--- src/rtl/bfm_pkg.sv ---
package bfm_pkg;

  localparam int unsigned BFM_DEF_W = 64;

  typedef enum logic {
    FILL_ZERO = 1'b0,
    FILL_SIGN = 1'b1
  } fill_kind_e;

  function automatic fill_kind_e fill_from_bit(input logic b);
    return b ? FILL_SIGN : FILL_ZERO;
  endfunction

endpackage

--- src/rtl/bfm_rotator.sv ---
module bfm_rotator #(
  parameter int unsigned W  = bfm_pkg::BFM_DEF_W,
  localparam int unsigned LW = $clog2(W)
) (
  input  logic [W-1:0]  data_i,
  input  logic [LW-1:0] amt_i,
  output logic [W-1:0]  data_o
);

  logic [W-1:0] stage [LW+1];

  assign stage[0] = data_i;

  for (genvar k = 0; k < LW; k++) begin : g_stage
    localparam int unsigned SH = 1 << k;
    always_comb begin
      if (amt_i[k]) stage[k+1] = {stage[k][SH-1:0], stage[k][W-1:SH]};
      else          stage[k+1] = stage[k];
    end
  end

  assign data_o = stage[LW];

endmodule

--- src/rtl/bfm_mask_gen.sv ---
module bfm_mask_gen #(
  parameter int unsigned W  = bfm_pkg::BFM_DEF_W,
  localparam int unsigned LW = $clog2(W)
) (
  input  logic [LW-1:0] rot_i,
  input  logic [LW-1:0] size_i,
  output logic [W-1:0]  field_mask_o,
  output logic [W-1:0]  top_mask_o,
  output logic [LW-1:0] top_idx_o
);

  logic          extract;
  logic [LW-1:0] lo_idx;
  logic [LW-1:0] hi_idx;

  always_comb begin
    extract = (size_i >= rot_i);
    hi_idx  = size_i - rot_i;
    lo_idx  = extract ? '0 : (LW'(0) - rot_i);
  end

  for (genvar i = 0; i < W; i++) begin : g_bit
    localparam logic [LW-1:0] IDX = LW'(i);
    always_comb begin
      field_mask_o[i] = (IDX >= lo_idx) && (IDX <= hi_idx);
      top_mask_o[i]   = (IDX > hi_idx);
    end
  end

  assign top_idx_o = hi_idx;

endmodule

--- src/rtl/bfm_merge.sv ---
module bfm_merge #(
  parameter int unsigned W = bfm_pkg::BFM_DEF_W
) (
  input  logic [W-1:0]         rot_i,
  input  logic [W-1:0]         field_mask_i,
  input  logic [W-1:0]         top_mask_i,
  input  bfm_pkg::fill_kind_e  fill_kind_i,
  input  logic                 sign_bit_i,
  output logic [W-1:0]         res_o
);

  logic fill_bit;

  always_comb begin
    fill_bit = (fill_kind_i == bfm_pkg::FILL_SIGN) && sign_bit_i;
    res_o    = (rot_i & field_mask_i) | ({W{fill_bit}} & top_mask_i);
  end

endmodule

--- src/rtl/bfm_unit.sv ---
module bfm_unit (
  input  logic [63:0] src_i,
  input  logic [11:0] imm_i,
  input  logic        signed_i,
  output logic [63:0] res_o
);

  localparam int unsigned W  = 64;
  localparam int unsigned LW = $clog2(W);

  logic [LW-1:0] rot_amt;
  logic [LW-1:0] size_idx;
  logic [W-1:0]  rotated;
  logic [W-1:0]  field_mask;
  logic [W-1:0]  top_mask;
  logic [LW-1:0] top_idx;
  logic          sign_bit;
  bfm_pkg::fill_kind_e fill_kind;

  // immediate split
  assign rot_amt   = imm_i[2*LW-1:LW];
  assign size_idx  = imm_i[LW-1:0];
  assign sign_bit  = src_i[size_idx];
  assign fill_kind = bfm_pkg::fill_from_bit(signed_i);

  bfm_rotator #(.W(W)) u_rot (
    .data_i (src_i),
    .amt_i  (rot_amt),
    .data_o (rotated)
  );

  bfm_mask_gen #(.W(W)) u_mask (
    .rot_i        (rot_amt),
    .size_i       (size_idx),
    .field_mask_o (field_mask),
    .top_mask_o   (top_mask),
    .top_idx_o    (top_idx)
  );

  bfm_merge #(.W(W)) u_merge (
    .rot_i        (rotated),
    .field_mask_i (field_mask),
    .top_mask_i   (top_mask),
    .fill_kind_i  (fill_kind),
    .sign_bit_i   (sign_bit),
    .res_o        (res_o)
  );

  always_comb begin
    assert_field_msb_R2: assert (res_o[top_idx] == src_i[size_idx]);
    assert_zero_below_R5: assert ((res_o & ~(field_mask | top_mask)) == '0);
    assert_masks_disjoint_R3: assert ((field_mask & top_mask) == '0);
    if (!signed_i) begin
      assert_unsigned_clear_R4: assert ((res_o & top_mask) == '0);
    end else begin
      assert_sign_top_R5: assert (res_o[W-1] == src_i[size_idx]);
    end
    if (rot_amt == '0 && size_idx == LW'(W-1)) begin
      assert_pass_through_R9: assert (res_o == src_i);
    end
  end

endmodule

--- config.mk ---
export PLATFORM = sky130hd
export DESIGN_NAME = bfm_unit
export DESIGN_NICKNAME = d
export VERILOG_FILES = /design/src/rtl/bfm_pkg.sv /design/src/rtl/bfm_rotator.sv /design/src/rtl/bfm_mask_gen.sv /design/src/rtl/bfm_merge.sv /design/src/rtl/bfm_unit.sv
export SDC_FILE = /design/constraint.sdc
export NUM_CORES = 1
export LEC_CHECK = 0
export BUFFER_PORTS_ARGS = -buffer_cell sky130_fd_sc_hd__buf_2
export CAP_MARGIN = 20
export CORE_MARGIN = 2
export CORE_UTILIZATION = 30
export DETAILED_ROUTE_END_ITERATION = 8
export PLACE_DENSITY_LB_ADDON = 0.2
export SLEW_MARGIN = 40
export SYNTH_ARGS = -nofsm -noshare
export SYNTH_HDL_FRONTEND = slang
export SYNTH_SLANG_ARGS = --single-unit
--- constraint.sdc ---
create_clock -name vclk -period 4.9
set_input_delay 0.49 -clock vclk [all_inputs]
set_output_delay 0.49 -clock vclk [all_outputs]
set_load 0.03 [all_outputs]
==> results.json, run 1 <==
{
  "dp_cells": 1195,
  "drive_gt1_share_pct": 37.31,
  "post-route-period-util_pct": 85.13,
  "post-route-cell-area_sq_um": 8154,
  "design.die.area_sq_um": 25600,
  "critical_path_required_ns": 4.41,
  "netlist_area_sq_um": 7302,
  "regArea_sq_um": 0,
  "crit_type": "primary input to output port",
  "avgSynthCellArea_sq_um": 9.196,
  "ir_drop_mv": 0.1196,
  "yosys.area_share.adder_pct": 1.474,
  "synth_xor_xnor_area_share_pct": 1.199,
  "cts_setup_buffers": 0,
  "rows": 57,
  "yosys.area_share.simple_pct": 14.34,
  "maxSlewHeadroom_pct": 49.15,
  "die_y_um": 160.0,
  "placed_area_sq_um": 8152,
  "dp_hpwl_um": 23950,
  "gp_congestion": 0.9087,
  "min_period_ns": 4.171,
  "status": "finished, final reports clean",
  "firstDrtPassIters": 5,
  "nets": 958,
  "grt_pass1_wl_um": 44680,
  "worst_pin_slew_ns": 0.7569,
  "die_x_um": 160.0,
  "synth-compound-area-share_pct": 13.43,
  "drv_cap": 0,
  "antenna_found_initial": 1,
  "drc": 0,
  "worst_ep_arrival_time_ns": 3.68,
  "coreArea_sq_um": 24110,
  "fmax_ghz": 0.2397,
  "finalHoldViolCount": 0,
  "ys_types": 53,
  "fin_cells": 1196,
  "final_util_pct": 33.83,
  "seq_cell_count": 0,
  "syn_inst": 794,
  "rsz0062_at_grt": "no",
  "ctsHoldBuffers": 0,
  "grt_usage_pct": 22.28,
  "finalMaxSlewViolations": 0,
  "initial_core_util_pct": 30.29,
  "syn_nets": 879,
  "vias": 7547,
  "yosys_warnings": 0,
  "grt_pass1_vias": 6915,
  "ios": 141,
  "crit_path_max_fanout": 21,
  "cp-end-kind": "output port",
  "ant_nets": 0,
  "overflow": 0,
  "ys_seq_area_share_pct": 0,
  "nClkBuffers": 0,
  "startpoint_type": "primary input",
  "setup_viol": 0,
  "syn_to_final_growth_pct": 11.67,
  "vias_per_cell": 6.310,
  "synthMuxAreaShare_pct": 62.29,
  "port_buffers": 141,
  "synth_top_family_by_area": "multiplexers",
  "first_iter_violations": 919,
  "power_density_nw_per_um2": 211.7,
  "power.leakage_nw": 3.319,
  "wl_um": 29420,
  "cts_resized": 0,
  "hold_path_class": "primary input to output port",
  "setup_tns_ns": 0,
  "routedWlPerCell_um": 24.60,
  "grt_max_degree": 77
}
[metal layers]
layer  routed length [um]  share of wire, %  vias up  GRT usage (%)
met2                12230                42      512          31.96
met3                 3125                11       13          2.935
met4                  246              0.84        0          1.843
li1                     -                 -     3329              -
met5                    0                 0        -              0
met1                13820                47     3693          36.53
[cell usage after synthesis, drive strengths merged, types with 4 or more instances]
| library cell | n | area share [%] |
|---|---|---|
| mux4 | 143 | 44 |
| mux2i | 127 | 17 |
| nor2 | 94 | 4.8 |
| nand2 | 83 | 4.3 |
| buf | 52 | 4.8 |
| a21oi | 45 | 3.1 |
| o21ai | 37 | 2.5 |
| clkbuf | 36 | 1.9 |
| nand3 | 25 | 1.7 |
| o22ai | 23 | 2.0 |
| nor3 | 13 | 0.89 |
| inv | 11 | 0.57 |
| a31oi | 9 | 0.77 |
| ha | 7 | 1.2 |
| and2 | 6 | 0.51 |
| nand2b | 6 | 0.51 |
| o211ai | 6 | 0.69 |
| o221ai | 6 | 0.72 |
| o31ai | 6 | 0.62 |
| o32ai | 6 | 0.72 |
| xnor2 | 6 | 0.72 |
| mux2 | 5 | 0.77 |
| nor2b | 5 | 0.43 |
| nand4 | 4 | 0.34 |
| o2111ai | 4 | 0.48 |
| xor2 | 4 | 0.48 |
[per-stage QoR]
step	hold slack, ns	setup slack (ns)	power [W]
6_report	1.914	0.7288	0.001726
5_1_grt	2.007	0.4141	0.001839
4_1_cts	1.913	0.7752	0.001702
3_5_place_dp	1.907	0.7722	0.001700
3_3_place_gp	1.928	0.6422	0.001698
2_1_floorplan	1.554	0.7446	0.001215
[critical path: stages]
cell and delay [ns]:
buf_2 0.11, buf_4 0.25, inv_2 0.07, ha_1 0.44
o21ai_0 0.22, a211oi_1 0.38, a211oi_2 0.09, buf_4 0.22
nor3_1 0.65, o21ai_0 0.24, mux2i_1 0.26, buf_2 0.24
[power breakdown]
part	switching, W	total (W)	internal (W)
sequential	0	0	0
clock	0	0.0000000000273	0.0000000000273
combinational	0.00110	0.00173	0.000628
total	0.00110	0.00173	0.000628
[final cells by class]
class | instances | area (sq um)
fillers | 2583 | 15950
multi-input cells | 695 | 6804
repair buffers | 165 | 900.9
well taps | 324 | 405.4
inverters | 11 | 41.29
diodes | 1 | 2.502
[cells by family (layout without fill, tap and decap cells)]
group           after synthesis  after routing
mux                         275            275
simple gates                244            244
compound gates              158            158
buf+inv                      99            176
xor+xnor                     10             10
fa+ha+maj                     8              8
other cells                   0              1
[cells in the final DEF (no fill, tap or decap), drive strengths merged, types with 2 or more instances in the layout]
cell type	n
buf	165
mux4	143
mux2i	127
nor2	94
nand2	83
a21oi	45
o21ai	37
nand3	25
o22ai	23
nor3	13
inv	11
a31oi	9
ha	7
o31ai	6
and2	6
nand2b	6
o221ai	6
o32ai	6
o211ai	6
xnor2	6
nor2b	5
mux2	5
nand4	4
xor2	4
o2111ai	4
nor3b	3
a21o	3
a211oi	3
o31a	2
[path summary, 6_finish.rpt]
path                 start        end  slack, ns  depth (start not counted)
setup / recovery  imm_i[8]  res_o[59]       0.73                         12
hold / removal    imm_i[6]  res_o[37]       1.91                          7
(Power assumes the default switching activity.)
==> run 2, diff against run 1 <==
CELL_PAD_IN_SITES_DETAIL_PLACEMENT = 0   (was unset)
CELL_PAD_IN_SITES_GLOBAL_PLACEMENT = 1   (was unset)
==> run 2 against run 1 <==
Compared with the run above:
- sequential share of layout area did not move
- final cell count up 0.50%
- clock-buffer cell count stayed put
- non-clock buffer count grew 7
- setup slack improved by 0.13 ns
- combinational power is essentially flat
- sequential cell count unchanged
- global-route usage rose by 1.2 points
- first-iteration DRC count fell by 11%
- critical endpoint is now res_o[10]
==> results.json, run 2 (same netlist as run 1, synthesis figures left out) <==
{
  "ir_drop_mv": 0.09753,
  "firstDrtPassIters": 5,
  "initial_core_util_pct": 30.29,
  "ant_nets": 0,
  "nClkBuffers": 0,
  "first_iter_violations": 815,
  "grt_usage_pct": 23.52,
  "die_y_um": 160.0,
  "post-route-period-util_pct": 82.53,
  "multiInputGateArea_sq_um": 6797,
  "power_density_nw_per_um2": 214.0,
  "critical_path_required_ns": 4.41,
  "antenna_found_initial": 0,
  "vias_per_cell": 6.282,
  "critical_path.endpoint": "res_o[10]",
  "overflow": 0,
  "coreArea_sq_um": 24110,
  "grt_max_degree": 64,
  "grt_pass1_wl_um": 46570,
  "most-common-layout-cells": "mux4_2, buf_2, mux2i_1, nor2_1, nand2_1",
  "drive_gt1_share_pct": 37.70,
  "routedWlPerCell_um": 25.73,
  "setup_tns_ns": 0,
  "gp_congestion": 0.9526,
  "antennaDiodeCount": 0,
  "hold_path_class": "primary input to output port",
  "crit_type": "primary input to output port",
  "rsz0062_at_grt": "no",
  "finalHoldViolCount": 0,
  "switchingPower_w": 0.001116,
  "cp-end-kind": "output port",
  "min_period_ns": 4.044,
  "status": "finished, final reports clean",
  "worst_ep_arrival_time_ns": 3.55,
  "dp_cells": 1202,
  "setup_viol": 0,
  "maxSlewHeadroom_pct": 49.42,
  "rows": 57,
  "fin_worst_hold_slack_ns": 1.629,
  "crit_path_max_fanout": 14,
  "ctsHoldBuffers": 0,
  "dp_hpwl_um": 25810,
  "grt_pass1_vias": 7023,
  "crit_start": "imm_i[0]",
  "clkPwrFrac_pct": 0,
  "fillCellCount": 2597,
  "layout_commonest_cell": "mux4_2",
  "seq_cell_count": 0,
  "port_buffers": 141,
  "finalMaxSlewViolations": 0,
  "cts_resized": 0,
  "vias": 7551,
  "startpoint_type": "primary input",
  "worst_pin_slew_ns": 0.7533,
  "combPwrFrac_pct": 100.0,
  "fmax_ghz": 0.2473,
  "syn_to_final_growth_pct": 12.08,
  "swShare_pct": 63.74,
  "intPower_w": 0.0006351,
  "fin_cells": 1202,
  "cts_setup_buffers": 0,
  "drv_cap": 0,
  "power_frac_seq_pct": 0,
  "die_x_um": 160.0,
  "power.leakage_nw": 3.342,
  "ios": 141,
  "regArea_sq_um": 0,
  "drc": 0,
  "wl_um": 30930,
  "nets": 965,
  "design.die.area_sq_um": 25600
}
-- run 2: worst min path at each step --
stage	startpoint	endpoint	depth (start not counted)	slack [ns]
2_1_floorplan	imm_i[1]	res_o[2]	4	1.55
3_3_place_gp	imm_i[6]	res_o[0]	4	1.64
3_5_place_dp	imm_i[6]	res_o[0]	4	1.65
4_1_cts	imm_i[6]	res_o[0]	4	1.65
5_1_grt	imm_i[6]	res_o[0]	4	1.66
6_report	imm_i[6]	res_o[0]	4	1.63
-- run 2: stage by stage --
step / util (%) / worst slack, ns / area, sq um / power (W)
finish: 33.95 / 0.8562 / 8184 / 0.001752
global route: 33.95 / 0.5577 / 8184 / 0.001866
CTS: 33.95 / 0.8727 / 8184 / 0.001733
detailed placement: 33.95 / 0.8817 / 8184 / 0.001729
global placement: 33.90 / 0.5758 / 8173 / 0.001731
floorplan: - / 0.7446 / 7302 / 0.001215
-- run 2: area by class of cell --
type / instances / area share, %
Inverter: 11 / 0.5045
Tap cell: 324 / 4.953
Timing Repair Buffer: 172 / 11.50
Multi-Input combinational cell: 695 / 83.05
-- run 2: power groups by stage --
| stage | Clock, W | Sequential [W] | Combinational, W |
|---|---|---|---|
| floorplan | 0 | 0 | 0.00122 |
| global placement | 0 | 0 | 0.00173 |
| detailed placement | 0 | 0 | 0.00173 |
| CTS | 0 | 0 | 0.00173 |
| global route | 0 | 0 | 0.00187 |
| finish | 0 | 0 | 0.00175 |
-- run 2: routing by layer --
layer | track usage (%) | share of wire [%]
met5 | 0 | 0
met4 | 5.037 | 2.6
met3 | 1.974 | 8.5
met2 | 35.08 | 43
met1 | 36.94 | 46
-- run 2: critical path, stage by stage --
cell     delay, ns
buf_2         0.11
inv_1         0.15
ha_1          0.22
inv_1         0.06
fa_1          0.49
nand3_1       0.16
nand2_1       0.14
xnor2_2       0.52
nand2_1       0.48
a21oi_1       0.29
mux2i_1       0.23
buf_2         0.22
==> run 3, diff against run 2 <==
clock period = 3.5 ns   (was 4.9 ns; I/O delays follow)
==> run 3 against run 2 <==
Compared with the run above:
- critical path depth unchanged
- worst hold slack got worse by 0.097 ns
- sequential cell count unchanged
- first-iteration DRC count increased by 11%
- total power increased by 51%
- final cell count increased by 3.1%
- sequential share of layout area unchanged
- combinational power increased by 51%
- die area unchanged
- global-route usage increased by 0.26 points
- non-clock buffer count increased by 37
- via count increased by 0.85%
- critical endpoint is now res_o[22]
==> results.json, run 3 (same netlist as run 1, synthesis figures left out) <==
{
  "finalMaxSlewViolations": 0,
  "maxSlewHeadroom_pct": 52.13,
  "grt_usage_pct": 23.78,
  "die_y_um": 160.0,
  "wl_um": 31450,
  "ant_nets": 0,
  "drc": 0,
  "fin_worst_hold_slack_ns": 1.532,
  "port_buffers": 141,
  "most-common-layout-cells": "mux4_2, buf_2, mux2i_1, nor2_1, nand2_1",
  "coreArea_sq_um": 24110,
  "dp_hpwl_um": 26370,
  "gp_congestion": 0.9143,
  "hold_path_class": "primary input to output port",
  "cts_setup_buffers": 0,
  "rows": 57,
  "layout_commonest_cell": "mux4_2",
  "power_density_nw_per_um2": 302.6,
  "critical_path.endpoint": "res_o[22]",
  "fin_cells": 1239,
  "grt_pass1_wl_um": 46880,
  "worst_ep_arrival_time_ns": 2.96,
  "crit_type": "primary input to output port",
  "nets": 1002,
  "vias_per_cell": 6.146,
  "antenna_found_initial": 0,
  "rsz0062_at_grt": "no",
  "cp-end-kind": "output port",
  "die_x_um": 160.0,
  "overflow": 0,
  "worst_pin_slew_ns": 0.7181,
  "grt_max_degree": 65,
  "syn_to_final_growth_pct": 19.95,
  "regArea_sq_um": 0,
  "drive_gt1_share_pct": 44.48,
  "antennaDiodeCount": 0,
  "design.die.area_sq_um": 25600,
  "vias": 7615,
  "post-route-period-util_pct": 94.48,
  "crit_path_max_fanout": 5,
  "multiInputGateArea_sq_um": 6968,
  "grt_pass1_vias": 7040,
  "ios": 141,
  "routedWlPerCell_um": 25.39,
  "status": "finished, final reports clean",
  "power.leakage_nw": 3.509,
  "ir_drop_mv": 0.1525,
  "crit_start": "imm_i[0]",
  "critical_path_required_ns": 3.15,
  "fmax_ghz": 0.3024,
  "drv_cap": 0,
  "setup_viol": 0,
  "startpoint_type": "primary input",
  "finalHoldViolCount": 0,
  "min_period_ns": 3.307,
  "first_iter_violations": 902,
  "fillCellCount": 2554,
  "initial_core_util_pct": 30.29,
  "dp_cells": 1239,
  "nClkBuffers": 0,
  "power_w": 0.002651,
  "firstDrtPassIters": 5,
  "seq_cell_count": 0
}
-- run 3: critical path: stages --
cell and delay, ns:
buf_2 0.12, inv_1 0.14, ha_1 0.26, inv_1 0.08, fa_1 0.38, buf_4 0.17, xor2_1 0.38, and2_1 0.29
nor2_1 0.10, o21ai_0 0.24, mux2i_2 0.22, buf_2 0.22
-- run 3: report_power, final --
group | total [W] | internal [W] | switching (W)
Combinational | 0.00265 | 0.00103 | 0.00162
Sequential | 0 | 0 | 0
Clock | 0 | 0 | 0
Total | 0.00265 | 0.00103 | 0.00162
-- run 3: cell type report --
| cell class | count | share of cell area (%) |
|---|---|---|
| multi-input combinational | 695 | 79.56 |
| tap | 324 | 4.629 |
| inverter | 11 | 0.4714 |
| timing repair buffer | 209 | 15.34 |
-- run 3: how the worst min path moves through the flow --
stage	from	endpoint	slack, ns	cells past startpoint
after floorplan	signed_i	res_o[11]	1.26	4
after global placement	imm_i[6]	res_o[0]	1.53	5
after detailed placement	imm_i[6]	res_o[0]	1.54	5
after CTS	imm_i[6]	res_o[0]	1.54	5
after global routing	imm_i[6]	res_o[0]	1.56	5
final	imm_i[6]	res_o[0]	1.53	5
-- run 3: through the flow --
step | util (%) | TNS [ns] | setup slack [ns] | instance area, sq um
after floorplan | - | -0.07585 | -0.07585 | 7478
after global placement | 36.28 | 0 | 0.1577 | 8746
after detailed placement | 36.28 | 0 | 0.1673 | 8746
after CTS | 36.28 | 0 | 0.1659 | 8746
after global routing | 36.33 | 0 | 0.01538 | 8758
final | 36.33 | 0 | 0.1932 | 8758
-- run 3: metal layers --
metal | part of all wire, % | up-vias | track usage [%]
li1 | - | 3426 | -
met1 | 45 | 3703 | 36.99
met2 | 43 | 451 | 36.19
met3 | 8.7 | 35 | 2.078
met4 | 2.4 | 0 | 4.423
met5 | 0 | - | 0
-- run 3: what timing repair did --
| action | CTS | global route |
|---|---|---|
| hold buffers | 0 | 0 |
| endpoints found under the setup margin | 0 | 3 |
| resized for setup | 0 | 2 |
